===== config.mk =====
export PLATFORM = sky130hd
export DESIGN_NAME = smi_seq
export DESIGN_NICKNAME = d
export VERILOG_FILES = /design/src/rtl/smi_pkg.sv /design/src/rtl/smi_sync.sv /design/src/rtl/smi_edge.sv /design/src/rtl/smi_pend.sv /design/src/rtl/smi_fsm.sv /design/src/rtl/smi_seq.sv
export SDC_FILE = /design/constraint.sdc
export NUM_CORES = 1
export LEC_CHECK = 0
export ABC_AREA = 0
export BUFFER_PORTS_ARGS = -buffer_cell sky130_fd_sc_hd__buf_2
export CORE_AREA = 2 2 39 41
export CTS_BUF_LIST = sky130_fd_sc_hd__clkbuf_4 sky130_fd_sc_hd__clkbuf_8
export DETAILED_ROUTE_END_ITERATION = 10
export DIE_AREA = 0 0 41 43
export HOLD_SLACK_MARGIN = 0.15
export PLACE_DENSITY = 0.44
export SLEW_MARGIN = 30
export SYNTH_ARGS = -nofsm -noshare
export SYNTH_HDL_FRONTEND = slang
export SYNTH_HIERARCHICAL = 1
export SYNTH_SLANG_ARGS = --single-unit

===== constraint.sdc =====
create_clock -name clk_i -period 1.8 [get_ports clk_i]
set_clock_uncertainty 0.1 [all_clocks]
set_input_delay 0.27 -clock clk_i [delete_from_list [all_inputs] [get_ports clk_i]]
set_output_delay 0.27 -clock clk_i [all_outputs]
set_load 0.02 [all_outputs]

===== src/rtl/smi_pkg.sv =====
package smi_pkg;
  typedef enum logic [1:0] {
    ST_IDLE = 2'd0,
    ST_REQ  = 2'd1,
    ST_SMM  = 2'd2,
    ST_EXIT = 2'd3
  } smi_state_e;
endpackage


===== src/rtl/smi_sync.sv =====
module smi_sync #(
  parameter int STAGES = 2
) (
  input  logic clk_i,
  input  logic rst_ni,
  input  logic d_i,
  output logic q_o
);
  logic [STAGES-1:0] chain_q;

  for (genvar g = 0; g < STAGES; g++) begin : g_stage
    if (g == 0) begin : g_first
      always_ff @(posedge clk_i or negedge rst_ni)
        if (!rst_ni) chain_q[g] <= 1'b1;
        else         chain_q[g] <= d_i;
    end else begin : g_next
      always_ff @(posedge clk_i or negedge rst_ni)
        if (!rst_ni) chain_q[g] <= 1'b1;
        else         chain_q[g] <= chain_q[g-1];
    end
  end

  assign q_o = chain_q[STAGES-1];
endmodule


===== src/rtl/smi_edge.sv =====
module smi_edge (
  input  logic clk_i,
  input  logic rst_ni,
  input  logic lvl_i,
  output logic fall_o
);
  logic prev_q;

  always_ff @(posedge clk_i or negedge rst_ni)
    if (!rst_ni) prev_q <= 1'b1;
    else         prev_q <= lvl_i;

  assign fall_o = prev_q & ~lvl_i;


  single_fall_chk: assert property (@(posedge clk_i) disable iff (!rst_ni)
    fall_o |=> !fall_o);
endmodule


===== src/rtl/smi_pend.sv =====
module smi_pend (
  input  logic clk_i,
  input  logic rst_ni,
  input  logic set_i,
  input  logic take_i,
  output logic pend_o
);
  logic pend_q;

  // a new edge wins over a take in the same cycle: it is a nested request
  always_ff @(posedge clk_i or negedge rst_ni)
    if (!rst_ni)     pend_q <= 1'b0;
    else if (set_i)  pend_q <= 1'b1;
    else if (take_i) pend_q <= 1'b0;

  assign pend_o = pend_q;


  pend_from_edge_chk: assert property (@(posedge clk_i) disable iff (!rst_ni)
    $rose(pend_o) |-> $past(set_i));

  pend_clear_chk: assert property (@(posedge clk_i) disable iff (!rst_ni)
    $fell(pend_o) |-> $past(take_i));
endmodule


===== src/rtl/smi_fsm.sv =====
module smi_fsm
  import smi_pkg::*;
(
  input  logic clk_i,
  input  logic rst_ni,
  input  logic pend_i,
  input  logic insn_bnd_i,
  input  logic rep_iter_i,
  input  logic locked_i,
  input  logic rsm_i,
  input  logic save_start_i,
  input  logic restore_done_i,
  output logic take_o,
  output logic entry_req_o,
  output logic mode_act_no
);
  smi_state_e st_q, st_d;

  assign take_o = (st_q == ST_IDLE) && pend_i && (insn_bnd_i || rep_iter_i) && !locked_i;

  always_comb begin
    st_d = st_q;
    unique case (st_q)
      ST_IDLE: if (take_o)         st_d = ST_REQ;
      ST_REQ:  if (save_start_i)   st_d = ST_SMM;
      ST_SMM:  if (rsm_i)          st_d = ST_EXIT;
      ST_EXIT: if (restore_done_i) st_d = ST_IDLE;
      default:                     st_d = ST_IDLE;
    endcase
  end

  always_ff @(posedge clk_i or negedge rst_ni)
    if (!rst_ni) st_q <= ST_IDLE;
    else         st_q <= st_d;

  assign entry_req_o = (st_q == ST_REQ);
  assign mode_act_no = !((st_q == ST_SMM) || (st_q == ST_EXIT));


  no_take_locked_chk: assert property (@(posedge clk_i) disable iff (!rst_ni)
    (st_q == ST_IDLE && locked_i) |=> !entry_req_o);

  no_entry_in_mode_chk: assert property (@(posedge clk_i) disable iff (!rst_ni)
    !(entry_req_o && !mode_act_no));

  mode_fall_chk: assert property (@(posedge clk_i) disable iff (!rst_ni)
    $fell(mode_act_no) |-> $past(entry_req_o && save_start_i));

  mode_rise_chk: assert property (@(posedge clk_i) disable iff (!rst_ni)
    $rose(mode_act_no) |-> $past(restore_done_i && st_q == ST_EXIT));

  req_hold_chk: assert property (@(posedge clk_i) disable iff (!rst_ni)
    (entry_req_o && !save_start_i) |=> entry_req_o);
endmodule


===== src/rtl/smi_seq.sv =====
module smi_seq #(
  parameter int SYNC_STAGES = 2
) (
  input  logic clk_i,
  input  logic rst_ni,
  input  logic req_ni,
  input  logic insn_bnd_i,
  input  logic rep_iter_i,
  input  logic locked_i,
  input  logic rsm_i,
  input  logic save_start_i,
  input  logic restore_done_i,
  output logic entry_req_o,
  output logic mode_act_no,
  output logic pend_o
);
  logic req_sync, req_fall, take;

  smi_sync #(.STAGES(SYNC_STAGES)) u_sync (
    .clk_i(clk_i), .rst_ni(rst_ni), .d_i(req_ni), .q_o(req_sync));

  smi_edge u_edge (
    .clk_i(clk_i), .rst_ni(rst_ni), .lvl_i(req_sync), .fall_o(req_fall));

  smi_pend u_pend (
    .clk_i(clk_i), .rst_ni(rst_ni), .set_i(req_fall), .take_i(take), .pend_o(pend_o));

  smi_fsm u_fsm (
    .clk_i(clk_i), .rst_ni(rst_ni), .pend_i(pend_o),
    .insn_bnd_i(insn_bnd_i), .rep_iter_i(rep_iter_i), .locked_i(locked_i),
    .rsm_i(rsm_i), .save_start_i(save_start_i), .restore_done_i(restore_done_i),
    .take_o(take), .entry_req_o(entry_req_o), .mode_act_no(mode_act_no));


  entry_needs_pend_chk: assert property (@(posedge clk_i) disable iff (!rst_ni)
    $rose(entry_req_o) |-> $past(pend_o && (insn_bnd_i || rep_iter_i)));
endmodule


==> flow_metrics.py, run 1 <==
metrics = {
    "clocking": {
        "clock_tree.buffer_depth": 2,
        "root_buffer": "clkbuf_4",
        "cts_tree": "done",
        "clkTransAtPathRegs_ps": 50,
        "numClockSinks": 6,
        "cts_buffers": 3,
        "clk_latency_ps": 240,
        "htreeDepth": 1,
    },
    "power_and_ir_drop": {
        "combPwrFrac": 0.479,
        "power_density_nw_per_um2": 1540,
        "ir_drop_mv": 0.405,
        "power_uw": 692,
        "p_seq_frac": 0.307,
        "p_int_uw": 427,
        "switching_share": 0.383,
        "switchingPower_uw": 265,
        "pwr-share-clk": 0.215,
        "leakagePower_uw": 0.000224,
    },
    "floorplan": {
        "io_pins": 12,
        "start_util": 0.234,
        "fp.dieH_um": 43,
        "rows": 14,
        "die_w_um": 41,
        "core_um2": 1380,
        "die_area_um2": 1760,
    },
    "placement": {
        "place_congestion": 0.571,
        "post-place-ws_ps": 192,
        "numPortBuffers": 11,
        "place_area_um2": 399,
    },
    "routing": {
        "wire_per_inst_um": 9.27,
        "dr.pass1.iters": 1,
        "vias": 237,
        "drc_errors": 0,
        "wl_um": 556,
        "postRouteAntennaNets": 0,
        "drtIter0Drc": 0,
        "vias_per_cell": 3.95,
    },
    "global_route": {
        "grt_usage": 0.0882,
        "grt_pass1_wl_um": 993,
        "antenna_found_initial": 0,
        "grt_pass1_vias": 279,
        "grt_overflow": 0,
        "grt_max_degree": 7,
    },
    "timing": {
        "fin_crit_ps": 1600,
        "hold_viol_final": 0,
        "setup_viol": 0,
        "tightest_slew_ps": 259,
        "rsz0062_at_grt": "false",
        "fin_ws_ps": 200,
        "slew_headroom": 0.827,
        "fmax_mhz": 625,
        "report.final.slew_viol_count": 0,
        "post-route-period-util": 0.889,
        "setup_tns_ps": 0,
    },
    "setup_path": {
        "slowest_delay_ps": 410,
        "slowest_stage": "dfrtp_1",
        "path_cells": "ha_1 > inv_1 > o22ai_2 > a221oi_2 > mux2_1",
        "cp_max_fo": 4,
        "crit_arrival_ps": 1630,
        "worst_setup_path_end_kind": "flip-flop",
        "critPathLaunchType": "flip-flop",
        "crit_required_ps": 1830,
        "timing_worst_setup_path_type": "reg2reg",
    },
    "worst_hold_path": {
        "min_path_type": "reg2reg",
    },
    "outcome": {
        "outcome": "completed",
    },
    "logic_synthesis": {
        "yosys_register_bits": 6,
        "synth_area_um2": 324,
        "syn_nets": 40,
        "syn_area_per_cell_um2": 12.0,
        "synth_largest_area_cell": "dfstp_2",
        "syn_inst": 27,
        "synthTopCellsByArea": "dfstp_2, dfrtp_1, ha_1",
        "ys_warn_count": 6,
        "yosysSeqAreaShare": 0.475,
        "synth_cell_types": 13,
        "yosysTopAreaCellShare": 0.243,
    },
    "finish": {
        "antenna_cells": 0,
        "final_cell_mix": "buf_2, inv_1, clkbuf_4, ha_1",
        "syn2layout_area_growth_pct": 38.6,
        "final_nets": 58,
        "nFillCells": 154,
        "layout-drive-gt1-share": 0.500,
        "final_area_um2": 449,
        "final_common_cell": "buf_2",
    },
    "run": {
        "timing.max_cap.violations": 0,
    },
}
-- layer usage --
metal	vias up	routed length, um	GRT usage
li1	119	-	-
met1	110	196	0.0698
met2	8	313	0.159
met3	0	46	0.0314
met4	0	0	0.0600
met5	-	0	0
-- Yosys cell counts (all sizes together) --
library cell / count
clkinv: 1
dfstp: 3
inv: 7
nor2: 2
a221oi: 1
o211ai: 1
a21o: 1
dfrtp: 3
mux2: 1
nor2b: 1
o22ai: 1
ha: 4
o32a: 1
-- worst max-delay path: cells and delay by family (launching register included) --
family          cells  cell delay, ps
buf+inv             1              70
fa+ha+maj           1             230
compound gates      2             320
mux                 1             350
flops               1             410
-- sequential cells by signal, summed over array words and instances (netlist names) --
signal / flops
u_edge/prev_q: 1
u_pend/pend_o: 1
u_sync/q_o: 1
u_sync/chain_q: 1
u_fsm/st_q: 2
-- power by group through the flow --
stage / clock network, uW / registers, uW / logic [uW]
floorplan: 0 / 221 / 235
global placement: 0 / 211 / 313
detailed placement: 0 / 215 / 337
CTS: 159 / 213 / 341
global route: 161 / 218 / 382
finish: 149 / 212 / 331
-- metrics by stage --
stage / instances / hold slack (ps) / utilization
final: 60 / 253 / 0.325
after global routing: 60 / 260 / 0.325
after CTS: 60 / 256 / 0.325
after detailed placement: 54 / 1.07 / 0.288
after global placement: 54 / -0.773 / 0.288
after floorplan: 27 / -126 / -
-- final timing paths --
check,start,to,slack (ps),depth (start not counted)
worst min-delay path,u_sync/chain_q[0],u_sync/q_o,250,0
worst max-delay path,u_fsm/st_q[0],u_fsm/st_q[1],200,5
max in group asynchronous,rst_ni,u_sync/q_o,1100,2
worst max register to register,u_fsm/st_q[0],u_fsm/st_q[1],200,5
min in group asynchronous,rst_ni,u_fsm/st_q[0],270,2
worst min register to register,u_sync/chain_q[0],u_sync/q_o,250,0
-- cells by family (layout without fill, tap and decap cells) --
kind of cell,after synthesis,in the layout,share of synthesized area
muxes,1,1,0.0347
AOI/OAI and AO/OA,5,5,0.178
adders and majority gates,4,4,0.154
buffers and inverters,8,25,0.0927
DFF,6,6,0.475
and+or+nand+nor,3,3,0.0656
-- what timing repair did --
item                                   CTS  global route
buffers inserted                         0             0
endpoints found under the hold margin    7             0
hold buffers                             2             0
resized for setup                        0             0
-- final cells by class --
class                   instances  area [um2]  area share
clock buffers                   4        30.0      0.0669
inverters                       8        30.0      0.0669
multi-input cells              13         140       0.312
flip-flops and latches          6         154       0.343
well taps                      16        20.0      0.0446
repair buffers                 13        75.1       0.167
(Power assumes the default switching activity.)
==> inputs of run 2 (changes only) <==
- SLEW_MARGIN: 30 -> default
- clock period: 1.8 -> 1.6 ns (I/O delays scaled with it)
==> run 2 against run 1 <==
- routed wire length grew 10%
- worst hold slack lost 3.8 ps
- total power grew 33%
- non-clock buffer count grew 2
- die area is the same
- largest cell class is now multi-input combinational cells
- largest power group unchanged
==> flow_metrics.py, run 2 (same netlist as run 1, synthesis figures left out) <==
metrics = {
    "finish": {
        "final_cell_mix": "buf_2, clkbuf_4, inv_1",
        "final_common_cell": "buf_2",
        "largest_register_ffs": 2,
        "syn2layout_area_growth_pct": 56.4,
        "max_flop_register": "u_fsm/st_q",
        "layout-drive-gt1-share": 0.717,
        "antenna_cells": 0,
        "final_area_um2": 507,
        "multi_input_area_um2": 180,
        "regArea_um2": 156,
        "nFillCells": 146,
        "final_nets": 60,
        "utilization": 0.366,
    },
    "timing": {
        "hold_viol_final": 0,
        "hold_ws_ps": 250,
        "report.final.slew_viol_count": 0,
        "fin_crit_ps": 1590,
        "fmax_mhz": 627,
        "slew_headroom": 0.837,
        "setup_viol": 0,
        "tightest_slew_ps": 244,
        "setup_tns_ps": 0,
        "post-route-period-util": 0.997,
        "rsz0062_at_grt": "true",
    },
    "floorplan": {
        "io_pins": 12,
        "die_w_um": 41,
        "die_area_um2": 1760,
        "start_util": 0.234,
        "fp.dieH_um": 43,
        "core_um2": 1380,
        "rows": 14,
    },
    "setup_path": {
        "crit_required_ps": 1620,
        "reg2regPathDepth": 5,
        "crit_arrival_ps": 1610,
        "critPathLaunchType": "flip-flop",
        "timing_worst_setup_path_type": "reg2reg",
        "cp_max_fo": 4,
        "slowest_delay_ps": 450,
        "timing.rr.end": "u_fsm/st_q[1]",
        "path_cells": "ha_4 > inv_1 > o22ai_2 > a221oi_2 > mux2_1",
        "path_buf_inv": 1,
        "ff2ff_setup_slack_ps": 5,
        "reg2reg_from": "u_fsm/st_q[0]",
        "slowest_stage": "dfrtp_2",
        "worst_setup_path_end_kind": "flip-flop",
        "cp_top_family": "flip-flops",
    },
    "power_and_ir_drop": {
        "pwr-share-clk": 0.178,
        "p_seq_frac": 0.297,
        "combPwrFrac": 0.525,
        "power_uw": 920,
        "switching_share": 0.390,
        "ir_drop_mv": 0.535,
        "power_density_nw_per_um2": 1820,
        "p_int_uw": 561,
        "switchingPower_uw": 359,
        "leakagePower_uw": 0.000227,
    },
    "routing": {
        "vias_per_cell": 4.11,
        "postRouteAntennaNets": 0,
        "wl_um": 613,
        "drtIter0Drc": 3,
        "vias": 255,
        "wire_per_inst_um": 9.89,
        "drc_errors": 0,
        "dr.pass1.iters": 2,
    },
    "clocking": {
        "clkTransAtPathRegs_ps": 50,
        "cts_buffers": 3,
        "cts_tree": "done",
        "numClockSinks": 6,
        "clk_latency_ps": 240,
        "root_buffer": "clkbuf_4",
        "htreeDepth": 1,
        "clock_tree.buffer_depth": 2,
    },
    "global_route": {
        "grt_usage": 0.0749,
        "grt_overflow": 0,
        "grt_pass1_vias": 244,
        "grt_pass1_wl_um": 848,
        "grt_max_degree": 7,
        "antenna_found_initial": 0,
    },
    "run": {
        "timing.max_cap.violations": 0,
    },
    "worst_hold_path": {
        "min_path_type": "in2async",
    },
    "placement": {
        "place_congestion": 0.577,
        "place_area_um2": 399,
        "dp_hpwl_um": 455,
        "numPortBuffers": 11,
    },
    "outcome": {
        "outcome": "completed",
    },
}
run 2: cell types whose count changed in the layout (fill, tap and decap cells not counted):
cell     previous run  this run
buf_4               0         2
dfrtp_1             3         1
dfrtp_2             0         2
ha_1                4         0
ha_2                0         1
ha_4                0         3
inv_1               7         4
inv_2               0         3
run 2: through the flow:
step / setup WS (ps) / instances
6_report: 5.13 / 62
4_1_cts: 8.63 / 60
5_1_grt: -85.3 / 62
2_1_floorplan: 10.8 / 27
3_5_place_dp: 15.2 / 54
3_3_place_gp: 62.3 / 54
run 2: repair_timing:
action / 4_1_cts / 5_1_grt
buffers inserted: 0 / 2
gates resized for setup: 0 / 12
endpoints found under the hold margin: 7 / 0
setup endpoints to repair: 0 / 2
hold buffers: 2 / 0
run 2: cell type report:
cell class                      count  area share
Clock buffer                        4      0.0593
Sequential cell                     6       0.309
Multi-Input combinational cell     13       0.356
Tap cell                           16      0.0395
Inverter                            8      0.0593
Timing Repair Buffer               15       0.178
run 2: power by group through the flow:
| stage | Clock (uW) | Sequential (uW) | Combinational (uW) |
|---|---|---|---|
| 2_1_floorplan | 0 | 249 | 264 |
| 3_3_place_gp | 0 | 236 | 349 |
| 3_5_place_dp | 0 | 241 | 374 |
| 4_1_cts | 172 | 239 | 378 |
| 5_1_grt | 180 | 285 | 543 |
| 6_report | 164 | 273 | 483 |
run 2: worst register-to-register path: stages, from the launching register on:
cell	delay, ps
dfrtp_2	450
ha_4	180
inv_1	60
o22ai_2	100
a221oi_2	220
mux2_1	360
run 2: per-layer routing:
layer | GRT usage | up-vias | part of all wire
met3 | 0.0314 | 0 | 0.069
met5 | 0 | - | 0
li1 | - | 125 | -
met4 | 0.0600 | 0 | 0
met2 | 0.122 | 8 | 0.54
met1 | 0.0660 | 122 | 0.39
run 2: worst max path at each step:
| stage | from | endpoint | depth (start not counted) |
|---|---|---|---|
| floorplan | u_fsm/st_q[0] | u_fsm/st_q[1] | 5 |
| global placement | u_fsm/st_q[0] | u_fsm/st_q[1] | 5 |
| detailed placement | u_fsm/st_q[1] | u_fsm/st_q[1] | 6 |
| CTS | u_fsm/st_q[1] | u_fsm/st_q[1] | 6 |
| global route | u_fsm/st_q[1] | u_fsm/st_q[1] | 6 |
| finish | u_fsm/st_q[0] | u_fsm/st_q[1] | 5 |
==> inputs of run 3 (changes only) <==
- PLACE_DENSITY: 0.44 -> 0.48
- SYNTH_HIERARCHICAL: 1 -> default
==> run 3 against run 2 <==
- flip-flop and latch count unchanged
- register-to-register slack better by 70 ps
- non-clock buffer count unchanged
- count of clock-buffer cells in the layout unchanged
- critical path type unchanged
- highest routed layer unchanged
==> flow_metrics.py, run 3 <==
metrics = {
    "routing": {
        "postRouteAntennaNets": 0,
        "wl_met3_um": 35,
        "met2_length_um": 263,
        "highest_layer": "met3",
        "vias": 229,
        "vias_per_cell": 3.75,
        "drc_errors": 0,
        "wire_per_inst_um": 8.33,
        "met1_length_um": 209,
        "drtIter0Drc": 0,
        "wl_um": 508,
        "dr.pass1.iters": 1,
    },
    "placement": {
        "dp_hpwl_um": 414,
        "place_congestion": 0.541,
        "placed_cells": 54,
        "numPortBuffers": 11,
        "post-place-ws_ps": 32.4,
    },
    "timing": {
        "setup_viol": 0,
        "hold_ws_ps": 249,
        "hold_viol_final": 0,
        "fin_ws_ps": 71.1,
        "slew_headroom": 0.869,
        "fin_crit_ps": 1530,
        "fmax_mhz": 654,
        "tightest_slew_ps": 196,
        "post-route-period-util": 0.956,
        "report.final.slew_viol_count": 0,
        "rsz0062_at_grt": "true",
    },
    "clocking": {
        "clock_tree.buffer_depth": 2,
        "cts_tree": "done",
        "numClockSinks": 6,
        "cts_buffers": 3,
        "htreeDepth": 1,
        "clk_latency_ps": 240,
        "root_buffer": "clkbuf_4",
        "clkTransAtPathRegs_ps": 50,
    },
    "logic_synthesis": {
        "synthTopCellsByArea": "dfstp_2, dfrtp_1, ha_1",
        "async_reset_ff_frac": 1.00,
        "yosys_register_bits": 6,
        "synth_edf_count": 0,
        "ys_warn_count": 0,
        "synth_largest_area_cell": "dfstp_2",
        "yosysSeqAreaShare": 0.484,
        "ys.flop_type": "dfstp_2",
        "synth_most_common_cell": "inv_1",
        "yosysTopAreaCellShare": 0.248,
        "synth_top_cells_by_count": "inv_1, ha_1, dfrtp_1, dfstp_2, nand2_1",
        "synth_area_um2": 318,
        "synth_cell_types": 14,
        "syn_area_per_cell_um2": 12.2,
        "syn_nets": 39,
        "syn_inst": 26,
    },
    "power_and_ir_drop": {
        "ir_drop_mv": 0.740,
        "leakagePower_uw": 0.000229,
        "power_density_nw_per_um2": 1880,
    },
    "floorplan": {
        "die_area_um2": 1760,
        "core_um2": 1380,
        "start_util": 0.230,
        "rows": 14,
        "fp.dieH_um": 43,
        "die_w_um": 41,
        "io_pins": 12,
    },
    "finish": {
        "max_flop_register": "u_fsm.st_q",
        "final_common_cell": "buf_2",
        "stdcell_count": 61,
        "final_cell_mix": "buf_2, clkbuf_4, inv_1, ha_2, dfstp_2",
        "antenna_cells": 0,
        "layout-drive-gt1-share": 0.756,
        "syn2layout_area_growth_pct": 56.3,
        "nFillCells": 143,
        "largest_register_ffs": 2,
        "final_nets": 59,
    },
    "setup_path": {
        "path_cells": "ha_2 > inv_1 > o221ai_2 > a21oi_2 > mux2_4",
        "critPathLaunchType": "flip-flop",
        "timing_worst_setup_path_type": "reg2reg",
        "cp_max_fo": 4,
        "crit_arrival_ps": 1540,
        "crit_required_ps": 1610,
        "slowest_stage": "dfrtp_2",
        "slowest_delay_ps": 440,
        "worst_setup_path_end_kind": "flip-flop",
    },
    "global_route": {
        "antenna_found_initial": 0,
        "grt_max_degree": 7,
        "grt_pass1_wl_um": 710,
        "grt_usage": 0.0627,
        "grt_pass1_vias": 214,
        "grt_overflow": 0,
    },
    "outcome": {
        "outcome": "completed",
    },
    "worst_hold_path": {
        "min_path_type": "in2async",
    },
    "run": {
        "timing.max_cap.violations": 0,
    },
}
## run 3: cells by family after synthesis
family / synth area share
buffers and inverters: 0.0591
adders and majority gates: 0.157
DFF: 0.484
muxes: 0.0472
and+or+nand+nor: 0.0748
AOI/OAI and AO/OA: 0.177
## run 3: final timing paths
kind                                   start                end  slack (ps)  cells past startpoint
setup / recovery               u_fsm.st_q[1]      u_fsm.st_q[1]          70                      5
hold / removal                        rst_ni      u_fsm.st_q[0]         250                      2
setup reg to reg               u_fsm.st_q[1]      u_fsm.st_q[1]          70                      5
hold reg to reg            u_sync.chain_q[0]         u_sync.q_o         250                      0
max in group asynchronous             rst_ni  u_sync.chain_q[0]         930                      2
min in group clk_i         u_sync.chain_q[0]         u_sync.q_o         250                      0
## run 3: power by group
group / total [uW] / internal (uW) / switching (uW)
logic: 514 / 281 / 233
registers: 254 / 202 / 52.1
clock network: 163 / 111 / 51.9
total: 932 / 594 / 338
## run 3: layout make-up
cell class / count / area (um2) / share of cell area
tap: 16 / 20.0 / 0.0403
multi-input combinational: 15 / 173 / 0.348
sequential: 6 / 155 / 0.312
inverter: 5 / 18.8 / 0.0378
timing repair buffer: 15 / 100 / 0.202
clock buffer: 4 / 30.0 / 0.0605
## run 3: through the flow
stage | util | power [uW] | cell area [um2] | setup TNS (ps)
after CTS | 0.337 | 885 | 467 | 0
after global placement | 0.289 | 644 | 400 | 0
after detailed placement | 0.289 | 650 | 400 | 0
after floorplan | - | 537 | 318 | 0
after global routing | 0.359 | 1020 | 497 | -4.65
final | 0.359 | 932 | 497 | 0
## run 3: layer usage
metal  vias to the layer above  global-route usage
li1                        123                   -
met1                        98              0.0658
met2                         8              0.0938
met3                         0              0.0157
met4                         0              0.0600
met5                         -                   0
## run 3: repair_timing
| action | 4_1_cts | 5_1_grt |
|---|---|---|
| resized for setup | 6 | 7 |
| endpoints found under the setup margin | 1 | 2 |
| hold endpoints to repair | 7 | 0 |
| pin swaps | 0 | 4 |
| hold buffers | 2 | 0 |
| buffers inserted | 0 | 1 |
## run 3: critical path: cells and delay by family, from the launching register on
family | cells | cell delay (ps)
flops | 1 | 440
compound gates | 2 | 270
mux | 1 | 310
fa+ha+maj | 1 | 220
buf+inv | 1 | 70
